==> src/rtl/st_pkg.sv <==
// Package: shared register offsets and status-bit positions for the
// slow-clock system timer. Assumes a 32-bit data bus, word addressing.
package st_pkg;

    localparam int ST_DATA_W = 32;
    localparam int ST_ADDR_W = 3;
    localparam int ST_NFLAGS = 4;

    // Status/mask bit positions (software decodes these)
    localparam int FLG_PIT  = 0;
    localparam int FLG_WDOG = 1;
    localparam int FLG_INC  = 2;
    localparam int FLG_ALM  = 3;

    typedef enum logic [ST_ADDR_W-1:0] {
        REG_PRESCALE = 3'd0,
        REG_PERIOD   = 3'd1,
        REG_ALARM    = 3'd2,
        REG_COUNT    = 3'd3,
        REG_STATUS   = 3'd4,
        REG_IEN_SET  = 3'd5,
        REG_IEN_CLR  = 3'd6,
        REG_MASK     = 3'd7
    } st_reg_e;

endpackage

==> src/rtl/st_tick_sync.sv <==
// st_tick_sync: brings the asynchronous slow clock into the bus domain
// through STAGES flops and emits a one-cycle pulse per rising edge.
// Assumes the bus clock is more than twice the slow-clock frequency.
module st_tick_sync #(
    parameter int STAGES = 2
) (
    input  logic clk,
    input  logic rst_n,
    input  logic slow_clk,
    output logic tick
);

    // pipe[STAGES-1] is the synchronized level, pipe[STAGES] its previous value
    logic [STAGES:0] pipe;

    // Shift the slow clock level through the synchronizer chain
    always_ff @(posedge clk) begin
        if (!rst_n) begin
            pipe <= '0;
        end else begin
            pipe <= {pipe[STAGES-1:0], slow_clk};
        end
    end

    // Rising edge of the synchronized level
    assign tick = pipe[STAGES-1] & ~pipe[STAGES];

endmodule

==> src/rtl/st_rtc.sv <==
// st_rtc: prescaler and free-running real-time counter with an
// absolute-match alarm. The counter advances once every pre_val ticks
// (0 = 2^PRE_W). The alarm event fires when the counter steps onto
// alarm_val; a write to the alarm in the same cycle cancels it.
// Assumes tick is a single-cycle pulse in the clk domain.
module st_rtc #(
    parameter int CNT_W = 20,
    parameter int PRE_W = 16
) (
    input  logic             clk,
    input  logic             rst_n,
    input  logic             tick,
    input  logic [PRE_W-1:0] pre_val,
    input  logic             pre_restart,
    input  logic [CNT_W-1:0] alarm_val,
    input  logic             alarm_wr,
    output logic [CNT_W-1:0] count,
    output logic             inc_evt,
    output logic             alm_evt
);

    logic [PRE_W-1:0] div_q;
    logic [PRE_W-1:0] div_last;
    logic [CNT_W-1:0] count_nxt;
    logic             step;

    assign div_last  = pre_val - PRE_W'(1);
    assign step      = tick && !pre_restart && (div_q == div_last);
    assign count_nxt = count + CNT_W'(1);

    // Prescaler phase: restarts on a prescaler write, wraps on each step
    always_ff @(posedge clk) begin
        if (!rst_n) begin
            div_q <= '0;
        end else if (pre_restart) begin
            div_q <= '0;
        end else if (tick) begin
            div_q <= step ? '0 : div_q + PRE_W'(1);
        end
    end

    // Real-time counter: advances on each prescaler step, wraps naturally
    always_ff @(posedge clk) begin
        if (!rst_n) begin
            count <= '0;
        end else if (step) begin
            count <= count_nxt;
        end
    end

    assign inc_evt = step;
    assign alm_evt = step && !alarm_wr && (count_nxt == alarm_val);

endmodule

==> src/rtl/st_pit.sv <==
// st_pit: period interval timer. Emits pit_evt on every period_val-th
// tick (0 = 2^PIT_W). A restart (period write) clears the phase.
// Assumes tick is a single-cycle pulse in the clk domain.
module st_pit #(
    parameter int PIT_W = 16
) (
    input  logic             clk,
    input  logic             rst_n,
    input  logic             tick,
    input  logic [PIT_W-1:0] period_val,
    input  logic             restart,
    output logic             pit_evt
);

    logic [PIT_W-1:0] phase_q;
    logic [PIT_W-1:0] phase_last;

    assign phase_last = period_val - PIT_W'(1);
    assign pit_evt    = tick && !restart && (phase_q == phase_last);

    // Interval phase counter: cleared on restart, wraps on each event
    always_ff @(posedge clk) begin
        if (!rst_n) begin
            phase_q <= '0;
        end else if (restart) begin
            phase_q <= '0;
        end else if (tick) begin
            phase_q <= pit_evt ? '0 : phase_q + PIT_W'(1);
        end
    end

endmodule

==> src/rtl/st_status.sv <==
// st_status: sticky event flags with clear-on-read, a set/clear-only
// interrupt mask and the combined interrupt. A new event in the cycle of
// a clear wins over the clear. Assumes set and clear mask writes never
// coincide (they use different offsets).
module st_status #(
    parameter int NF      = 4,
    parameter int ALM_IDX = 3
) (
    input  logic          clk,
    input  logic          rst_n,
    input  logic [NF-1:0] events,
    input  logic          rd_clr,
    input  logic          alm_clr,
    input  logic          en_set,
    input  logic          en_clr,
    input  logic [NF-1:0] wflags,
    output logic [NF-1:0] status,
    output logic [NF-1:0] mask,
    output logic          irq
);

    logic [NF-1:0] drop;

    // Bits to clear this cycle: everything on a read, the alarm bit on an alarm write
    always_comb begin
        drop = rd_clr ? '1 : '0;
        if (alm_clr) begin
            drop[ALM_IDX] = 1'b1;
        end
    end

    // Sticky flags: clear requested bits, then merge new events
    always_ff @(posedge clk) begin
        if (!rst_n) begin
            status <= '0;
        end else begin
            status <= (status & ~drop) | events;
        end
    end

    // Interrupt mask: set-only and clear-only updates
    always_ff @(posedge clk) begin
        if (!rst_n) begin
            mask <= '0;
        end else if (en_set) begin
            mask <= mask | wflags;
        end else if (en_clr) begin
            mask <= mask & ~wflags;
        end
    end

    // Combined interrupt from enabled pending flags
    assign irq = |(status & mask);

endmodule

==> src/rtl/st_timer.sv <==
// st_timer: top of the slow-clock system timer. Decodes the word-mapped
// register port, holds the prescaler/period/alarm settings and ties the
// synchronizer, counter, interval timer and status logic together.
// Assumes clk is more than twice slow_clk; rst_n is synchronous and held
// for at least STAGES+1 cycles.
module st_timer #(
    parameter int CNT_W     = 20,
    parameter int PRE_W     = 16,
    parameter int PIT_W     = 16,
    parameter int PRE_RESET = 32768,
    parameter int STAGES    = 2
) (
    input  logic        clk,
    input  logic        rst_n,
    input  logic        slow_clk,
    input  logic        bus_sel,
    input  logic        bus_wr,
    input  logic [2:0]  bus_addr,
    input  logic [31:0] bus_wdata,
    output logic [31:0] bus_rdata,
    output logic        irq
);
    import st_pkg::*;

    localparam int NF = ST_NFLAGS;

    st_reg_e          reg_sel;
    logic             wr_pre, wr_per, wr_alarm, wr_ien, wr_idis, rd_stat;
    logic [PRE_W-1:0] pre_q;
    logic [PIT_W-1:0] per_q;
    logic [CNT_W-1:0] alm_q;
    logic [CNT_W-1:0] count;
    logic             tick, inc_evt, alm_evt, pit_evt;
    logic [NF-1:0]    events;
    logic [NF-1:0]    status;
    logic [NF-1:0]    mask;
    logic             unused_wdata;

    assign reg_sel  = st_reg_e'(bus_addr);
    assign wr_pre   = bus_sel &&  bus_wr && (reg_sel == REG_PRESCALE);
    assign wr_per   = bus_sel &&  bus_wr && (reg_sel == REG_PERIOD);
    assign wr_alarm = bus_sel &&  bus_wr && (reg_sel == REG_ALARM);
    assign wr_ien   = bus_sel &&  bus_wr && (reg_sel == REG_IEN_SET);
    assign wr_idis  = bus_sel &&  bus_wr && (reg_sel == REG_IEN_CLR);
    assign rd_stat  = bus_sel && !bus_wr && (reg_sel == REG_STATUS);
    assign unused_wdata = ^bus_wdata;

    // Settings registers written from the bus
    always_ff @(posedge clk) begin
        if (!rst_n) begin
            pre_q <= PRE_W'(PRE_RESET);
            per_q <= '0;
            alm_q <= '0;
        end else begin
            if (wr_pre)   pre_q <= bus_wdata[PRE_W-1:0];
            if (wr_per)   per_q <= bus_wdata[PIT_W-1:0];
            if (wr_alarm) alm_q <= bus_wdata[CNT_W-1:0];
        end
    end

    st_tick_sync #(.STAGES(STAGES)) u_sync (
        .clk      (clk),
        .rst_n    (rst_n),
        .slow_clk (slow_clk),
        .tick     (tick)
    );

    st_rtc #(.CNT_W(CNT_W), .PRE_W(PRE_W)) u_rtc (
        .clk         (clk),
        .rst_n       (rst_n),
        .tick        (tick),
        .pre_val     (pre_q),
        .pre_restart (wr_pre),
        .alarm_val   (alm_q),
        .alarm_wr    (wr_alarm),
        .count       (count),
        .inc_evt     (inc_evt),
        .alm_evt     (alm_evt)
    );

    st_pit #(.PIT_W(PIT_W)) u_pit (
        .clk        (clk),
        .rst_n      (rst_n),
        .tick       (tick),
        .period_val (per_q),
        .restart    (wr_per),
        .pit_evt    (pit_evt)
    );

    // Event vector in status-bit order; the watchdog bit has no source
    always_comb begin
        events           = '0;
        events[FLG_PIT]  = pit_evt;
        events[FLG_WDOG] = 1'b0;
        events[FLG_INC]  = inc_evt;
        events[FLG_ALM]  = alm_evt;
    end

    st_status #(.NF(NF), .ALM_IDX(FLG_ALM)) u_status (
        .clk     (clk),
        .rst_n   (rst_n),
        .events  (events),
        .rd_clr  (rd_stat),
        .alm_clr (wr_alarm),
        .en_set  (wr_ien),
        .en_clr  (wr_idis),
        .wflags  (bus_wdata[NF-1:0]),
        .status  (status),
        .mask    (mask),
        .irq     (irq)
    );

    // Read data mux, combinational in the strobe cycle
    always_comb begin
        bus_rdata = '0;
        if (bus_sel && !bus_wr) begin
            case (reg_sel)
                REG_PRESCALE: bus_rdata = ST_DATA_W'(pre_q);
                REG_PERIOD:   bus_rdata = ST_DATA_W'(per_q);
                REG_ALARM:    bus_rdata = ST_DATA_W'(alm_q);
                REG_COUNT:    bus_rdata = ST_DATA_W'(count);
                REG_STATUS:   bus_rdata = ST_DATA_W'(status);
                REG_MASK:     bus_rdata = ST_DATA_W'(mask);
                default:      bus_rdata = '0;
            endcase
        end
    end

endmodule

==> config.mk <==
export PLATFORM = sky130hd
export DESIGN_NAME = st_timer
export DESIGN_NICKNAME = d
export VERILOG_FILES = /design/src/rtl/st_pkg.sv /design/src/rtl/st_tick_sync.sv /design/src/rtl/st_rtc.sv /design/src/rtl/st_pit.sv /design/src/rtl/st_status.sv /design/src/rtl/st_timer.sv
export SDC_FILE = /design/constraint.sdc
export NUM_CORES = 1
export LEC_CHECK = 0
export BUFFER_PORTS_ARGS = -buffer_cell sky130_fd_sc_hd__buf_4
export CORE_MARGIN = 2
export CORE_UTILIZATION = 27
export CTS_BUF_LIST = sky130_fd_sc_hd__clkbuf_16
export DETAILED_ROUTE_END_ITERATION = 7
export PLACE_DENSITY_LB_ADDON = 0.15
export SKIP_CTS_REPAIR_TIMING = 1
export SYNTH_ARGS = -nofsm -noshare
export SYNTH_HDL_FRONTEND = slang
export SYNTH_SLANG_ARGS = --single-unit
==> constraint.sdc <==
create_clock -name clk -period 3.6 [get_ports clk]
set_clock_uncertainty 0.2 [all_clocks]
set_input_delay 0.36 -clock clk [delete_from_list [all_inputs] [get_ports clk]]
set_output_delay 0.36 -clock clk [all_outputs]
set_load 0.01 [all_outputs]
Yosys cells after proc, flatten, opt, wreduce, memory -nomap -nowiden. Index checks and enable logic that the tools add are counted.

Register bits: 115. Bits in latches: 0. RAM bits: 0. Bits in read-only memories: 0. Input port bits: 40. Output and inout port bits: 33. Word-level logic and storage cells: 65. Memories kept: 0.

Add/subtract/negate cells: 5. Multipliers: 0. Div/mod/pow operators: 0. Order comparisons: 0. Eq/ne operators: 10. Shift operators: 0. Muxes and demuxes: 8. Bitwise gates (word level): 10. Reductions and logical operators: 23.

Operators by type and width (number): $pmux W20 S6 (1); $add A16 B1 Y16 const B (2); $eq A16 B16 Y1 (2); $mux W16 (2); $sub A16 B1 Y16 const B (2); $add A20 B1 Y20 const B (1); $eq A20 B20 Y1 (1); $mux W20 (1); $logic_and A1 B1 Y1 (14); $and A4 B4 Y4 (3); $eq A3 B3 Y1 const B (4); $mux W4 (3); $not A4 Y4 (2); $or A4 B4 Y4 (2); $eq A3 B2 Y1 const B (2); $logic_not A1 Y1 (4); $reduce_or A2 Y1 (2); $reduce_or A4 Y1 (1); $eq A3 B1 Y1 const B (1); $logic_not A3 Y1 (1); $not A1 Y1 (2); $reduce_bool A2 Y1 (1); $and A1 B1 Y1 (1); $mux W1 (1).

Longest topological paths before layout.
Depth in word-level cells: 8. Gate-level depth with buffers: 12. Gate-level depth less buffers: 9.

By module. Synthesis repeated with hierarchy kept, for this count alone.

Cells, all modules: 980. Area, all modules: 8139.1 µm².

By module, submodules not included: st_rtc (instances 1, cells each 410, area each 3264.4 µm², sequential area each 720.7 µm²); st_timer (instances 1, cells each 367, area each 3070.4 µm², sequential area each 1041.0 µm²); st_pit (instances 1, cells each 164, area each 1387.6 µm², sequential area each 320.3 µm²); st_status (instances 1, cells each 32, area each 324.1 µm², sequential area each 160.2 µm²); st_tick_sync (instances 1, cells each 7, area each 92.6 µm², sequential area each 60.1 µm²).

Least setup slack after synthesis. No wires, ideal clock.

Path kind: register to register. From: register pre_q[0]. To: register u_rtc.div_q[1]. Library setup time: 114 ps. Data arrival time: 2812 ps. Data required time: 3286 ps. Path slack: 474 ps. Cell stages (with the launch flop): 12. Buffers on the path: 2. Clock period less this slack: 3126 ps. Path through: dfxtp_1 inv_1 ha_1 clkbuf_1 or4b_1 or4b_1 mux2_2 mux2i_1 o22ai_1 buf_2 nand2_1 a21o_1.

Word-level cells in the longest chain between the ends: 4.

Ends and longest elaborated chain: start: declaration (line st_timer.sv:29) `logic [PRE_W-1:0] pre_q;`; start signal: assignment (line st_timer.sv:51) `pre_q <= PRE_W'(PRE_RESET);`; start signal: assignment (line st_timer.sv:55) `if (wr_pre) pre_q <= bus_wdata[PRE_W-1:0];`; $sub A16 B1 Y16 (line st_rtc.sv:27) `assign div_last = pre_val - PRE_W'(1);`; $eq A16 B16 Y1 (line st_rtc.sv:28) `assign step = tick && !pre_restart && (div_q == div_last);`; $logic_and A1 B1 Y1 (line st_rtc.sv:28); $mux W16 (line st_rtc.sv:38) `div_q <= step ? '0 : div_q + PRE_W'(1);`; end signal: assignment (line st_rtc.sv:38); end: declaration (line st_rtc.sv:22) `logic [PRE_W-1:0] div_q;`.

Every way passes these cells. A chain may end at the register's enable or synchronous reset.

Final worst setup path.
From: register pre_q[7]. To: register u_rtc.div_q[4].

The elaborated chain is that of the path after synthesis.

==> parameters.txt <==
Parameter                              Value

Finish
  Total number of nets in the final design ... 1058
  Relative area change from synthesis to final layout ... 19.3%
  Fillers ... 2999
  Ant. Diodes ... 0
  Highest-count cells in the layout ignoring fill and taps ... 140 x nand2_1, 115 x dfxtp_1, 92 x nor2_1
  Post-route cell area ... 9100 sq um
  Ratio of cells with drive above 1 in the final layout ... 0.154
  Commonest non-fill, non-tap cell in the layout ... nand2_1
  Post-route insts no fill ... 1404

Routing
  Detailed Routing Iterations Pass 1 ... 6
  Via density per instance ... 4.89
  Wire length per cell ... 17.4 um
  DR DRC count ... 0
  Number of vias after detailed routing ... 6859
  DRC marker count from the first detailed-route iteration ... 378
  Antenna violation net count after detailed routing ... 0
  Routed Wire Length ... 24400 um

STA
  Maximum clock frequency ... 304 MHz
  Crit path setup slack, layout ... 0.313 ns
  Worst slew slack as a fraction of its limit ... 0.397
  Share of the clock period used by the worst path ... 0.913
  Hold violation total from the final report ... 0
  RSZ-0062 raised after global routing ... no
  Final max-slew violation count ... 0
  Setup TNS after final layout ... 0 ns
  Time the worst path needs with I/O delays and setup ... 3.29 ns
  Least-Margin Pin Slew ... 0.904 ns
  Final setup violation count ... 0

Setup path
  Arr. time, crit path ... 3.39 ns
  Critical path class ... flip-flop to flip-flop
  Capturing instance or port of the critical path ... u_rtc.div_q[4]
  Cell mode on critical path ... buf_4
  Delay of the slowest cell on the worst path ... 0.65 ns
  Kind of start point of the critical path ... flip-flop
  Worst setup EP type ... flip-flop
  Worst r2r src ... pre_q[7]
  Sequence of cells on the critical path ... or4_1 -> or4_4 -> or3_4 -> a2111oi_4 -> buf_4 -> a21o_1 -> buf_4 -> nor2_1
  Critical-path maximum fanout ... 15
  Master of the slowest instance on the critical path ... or4_1
  Number of buffer and inverter stages on the critical path ... 2
  Worst r2r dst ... u_rtc.div_q[4]
  Timing startpoint of the critical path ... pre_q[7]
  Path length in cells of the critical path ... 8
  Crit path max-delay family ... simple AND/OR/NAND/NOR gates
  Register-to-register setup slack ... 0.31 ns
  CP required ... 3.71 ns
  Depth of the worst register-to-register path ... 8

Floorplan
  CORE AREA ... 27800 sq um
  Ports placed on the boundary ... 73
  Die outline width ... 172 um
  Die height ... 172 um
  Effective utilization at floorplan ... 0.274
  Placement row count ... 61
  Die area ... 29600 sq um

GRT
  First-pass GRT wire length ... 38500 um
  Maximum number of pins on one net before global-route repair ... 92
  GRT Overall Usage ... 0.171
  GR Overflow Total ... 0
  Vias in the first global route ... 6685
  Antenna violations before repair ... 0

Min path
  Path class of the lowest-slack min-delay path ... input port to flip-flop

Placed design
  Number of placed instances with taps included ... 1369
  Half-perimeter wire length after detailed placement ... 18100 um
  Setup Slack @ Placement ... 0.326 ns
  Count of buffers from port buffering ... 48
  Final weighted congestion in routability-driven placement ... 0.838
  Total placed instance area ... 8450 sq um

Synth
  Fraction of synthesis flops using an asynchronous set or reset pin ... 0
  Sequential area share after synthesis ... 0.302
  Netlist area before placement ... 7620 sq um
  Synthesis warning total ... 0
  Mean instance size in the synthesized netlist ... 7.86 sq um
  Post-synthesis sequential element count ... 115
  Number of enable-type register cells in the synthesized netlist ... 0
  Number of distinct library cells after synthesis ... 65
  Instance count of the mapped netlist ... 970
  Prevailing post-synth register cell ... dfxtp_1

Status
  Status ... complete, no violations

Clock tree
  Clk pin slew, worst setup/hold paths ... 0.06 ns
  Maximum root-to-sink buffer count ... 2
  Clock root buffer master ... clkbuf_16
  Total clock sinks ... 115
  Maximum level of the CTS H-tree ... 4
  Clock insertion delay at the later pin of the skew report ... 0.42 ns
  Total clock buffers created by CTS ... 17
  TritonCTS clock tree ... yes

Power and ir drop
  Pwr/cell area ... 375 nW/um^2
  Static leakage ... 3.41 nW
  Worst vdd rail ir drop ... 0.243 mV

Job
  Max-cap viol count ... 0
==> worst min path at each step <==
stage	start	endpoint	slack, ns	depth (start not counted)
global route	bus_wdata[14]	alm_q[14]	0.006	3
global placement	u_sync.pipe[0]	u_sync.pipe[1]	0.22	1
finish	bus_wdata[17]	alm_q[17]	0.0006	3
detailed placement	u_sync.pipe[0]	u_sync.pipe[1]	0.23	1
floorplan	u_sync.pipe[0]	u_sync.pipe[1]	0.21	1
CTS	slow_clk	u_sync.pipe[0]	-0.07	2
==> cells in the mapped netlist, drive strengths merged, types with 4 or more instances <==
master | count | area [sq um]
nand2 | 140 | 526
a21boi | 37 | 278
a31oi | 5 | 31.3
nand2b | 24 | 150
nand4 | 14 | 87.6
inv | 13 | 48.8
or4 | 13 | 105
a21oi | 28 | 140
nor2 | 92 | 345
mux2i | 45 | 450
a22oi | 17 | 128
xor2 | 43 | 377
dfxtp | 115 | 2300
nor3 | 35 | 175
buf | 23 | 168
xnor2 | 53 | 464
o21ai | 20 | 100
nand3 | 45 | 275
and3 | 15 | 93.8
nor3b | 4 | 30.0
ha | 5 | 62.6
nor4 | 9 | 71.3
and2 | 6 | 37.5
nor2b | 26 | 163
and4 | 6 | 52.6
o2111ai | 4 | 35.0
clkbuf | 55 | 208
nor4b | 5 | 43.8
mux2 | 11 | 124
or3 | 6 | 42.5
nand4b | 5 | 43.8
o211ai | 6 | 45.0
a211oi | 6 | 45.0
==> state kept, by name, summed over array words and instances (netlist names), named ones only <==
register         flops
per_q               16
u_pit.phase_q       16
u_rtc.count         20
pre_q               16
u_status.status      4
alm_q               20
u_rtc.div_q         16
u_sync.pipe          3
==> worst reg2reg max path, stage by stage, from the launching register on <==
cell and delay, ns:
dfxtp_1 0.31, or4_1 0.65, or4_4 0.58, or3_4 0.41
a2111oi_4 0.37, buf_4 0.25, a21o_1 0.14, buf_4 0.20
nor2_1 0.07
==> per-stage QoR <==
step / hold WS (ns) / utilization / total power [mW]
detailed placement: 0.230 / 0.304 / 1.60
floorplan: 0.212 / - / 1.51
global placement: 0.220 / 0.304 / 1.60
global route: 0.00566 / 0.327 / 3.53
finish: 0.000619 / 0.327 / 3.41
CTS: -0.0682 / 0.326 / 3.45
==> area by class of cell <==
type,count,area (sq um),area share
clock buffer,17,425,0.0468
clock inverter,15,194,0.0213
inverter,13,48.8,0.00536
multi-input combinational,775,4960,0.546
sequential,115,2300,0.253
tap,378,473,0.0520
timing repair buffer,91,691,0.0759
==> where the power goes <==
group	total, mW	internal, mW	leakage [nW]	switching [mW]
Combinational	0.278	0.109	2.18	0.169
Clock	1.83	1.11	0.301	0.719
Sequential	1.30	1.28	0.928	0.0148
==> routing by layer <==
| metal | vias up | wire length, um | global-route usage |
|---|---|---|---|
| met1 | 3277 | 12100 | 0.238 |
| met5 | - | 0 | 0 |
| met2 | 112 | 11200 | 0.273 |
| met4 | 0 | 432 | 0.0504 |
| met3 | 23 | 690 | 0.0245 |
| li1 | 3447 | - | - |
==> cell families after synthesis <==
kind of cell / Yosys count / synth area share
fa+ha+maj: 5 / 0.00821
buf+inv: 91 / 0.0556
compound gates: 148 / 0.135
mux: 59 / 0.0842
other cells: 1 / 0.000492
xor+xnor: 96 / 0.110
flops: 115 / 0.302
simple gates: 455 / 0.305
Note: power is estimated with default switching activity, not from simulation.
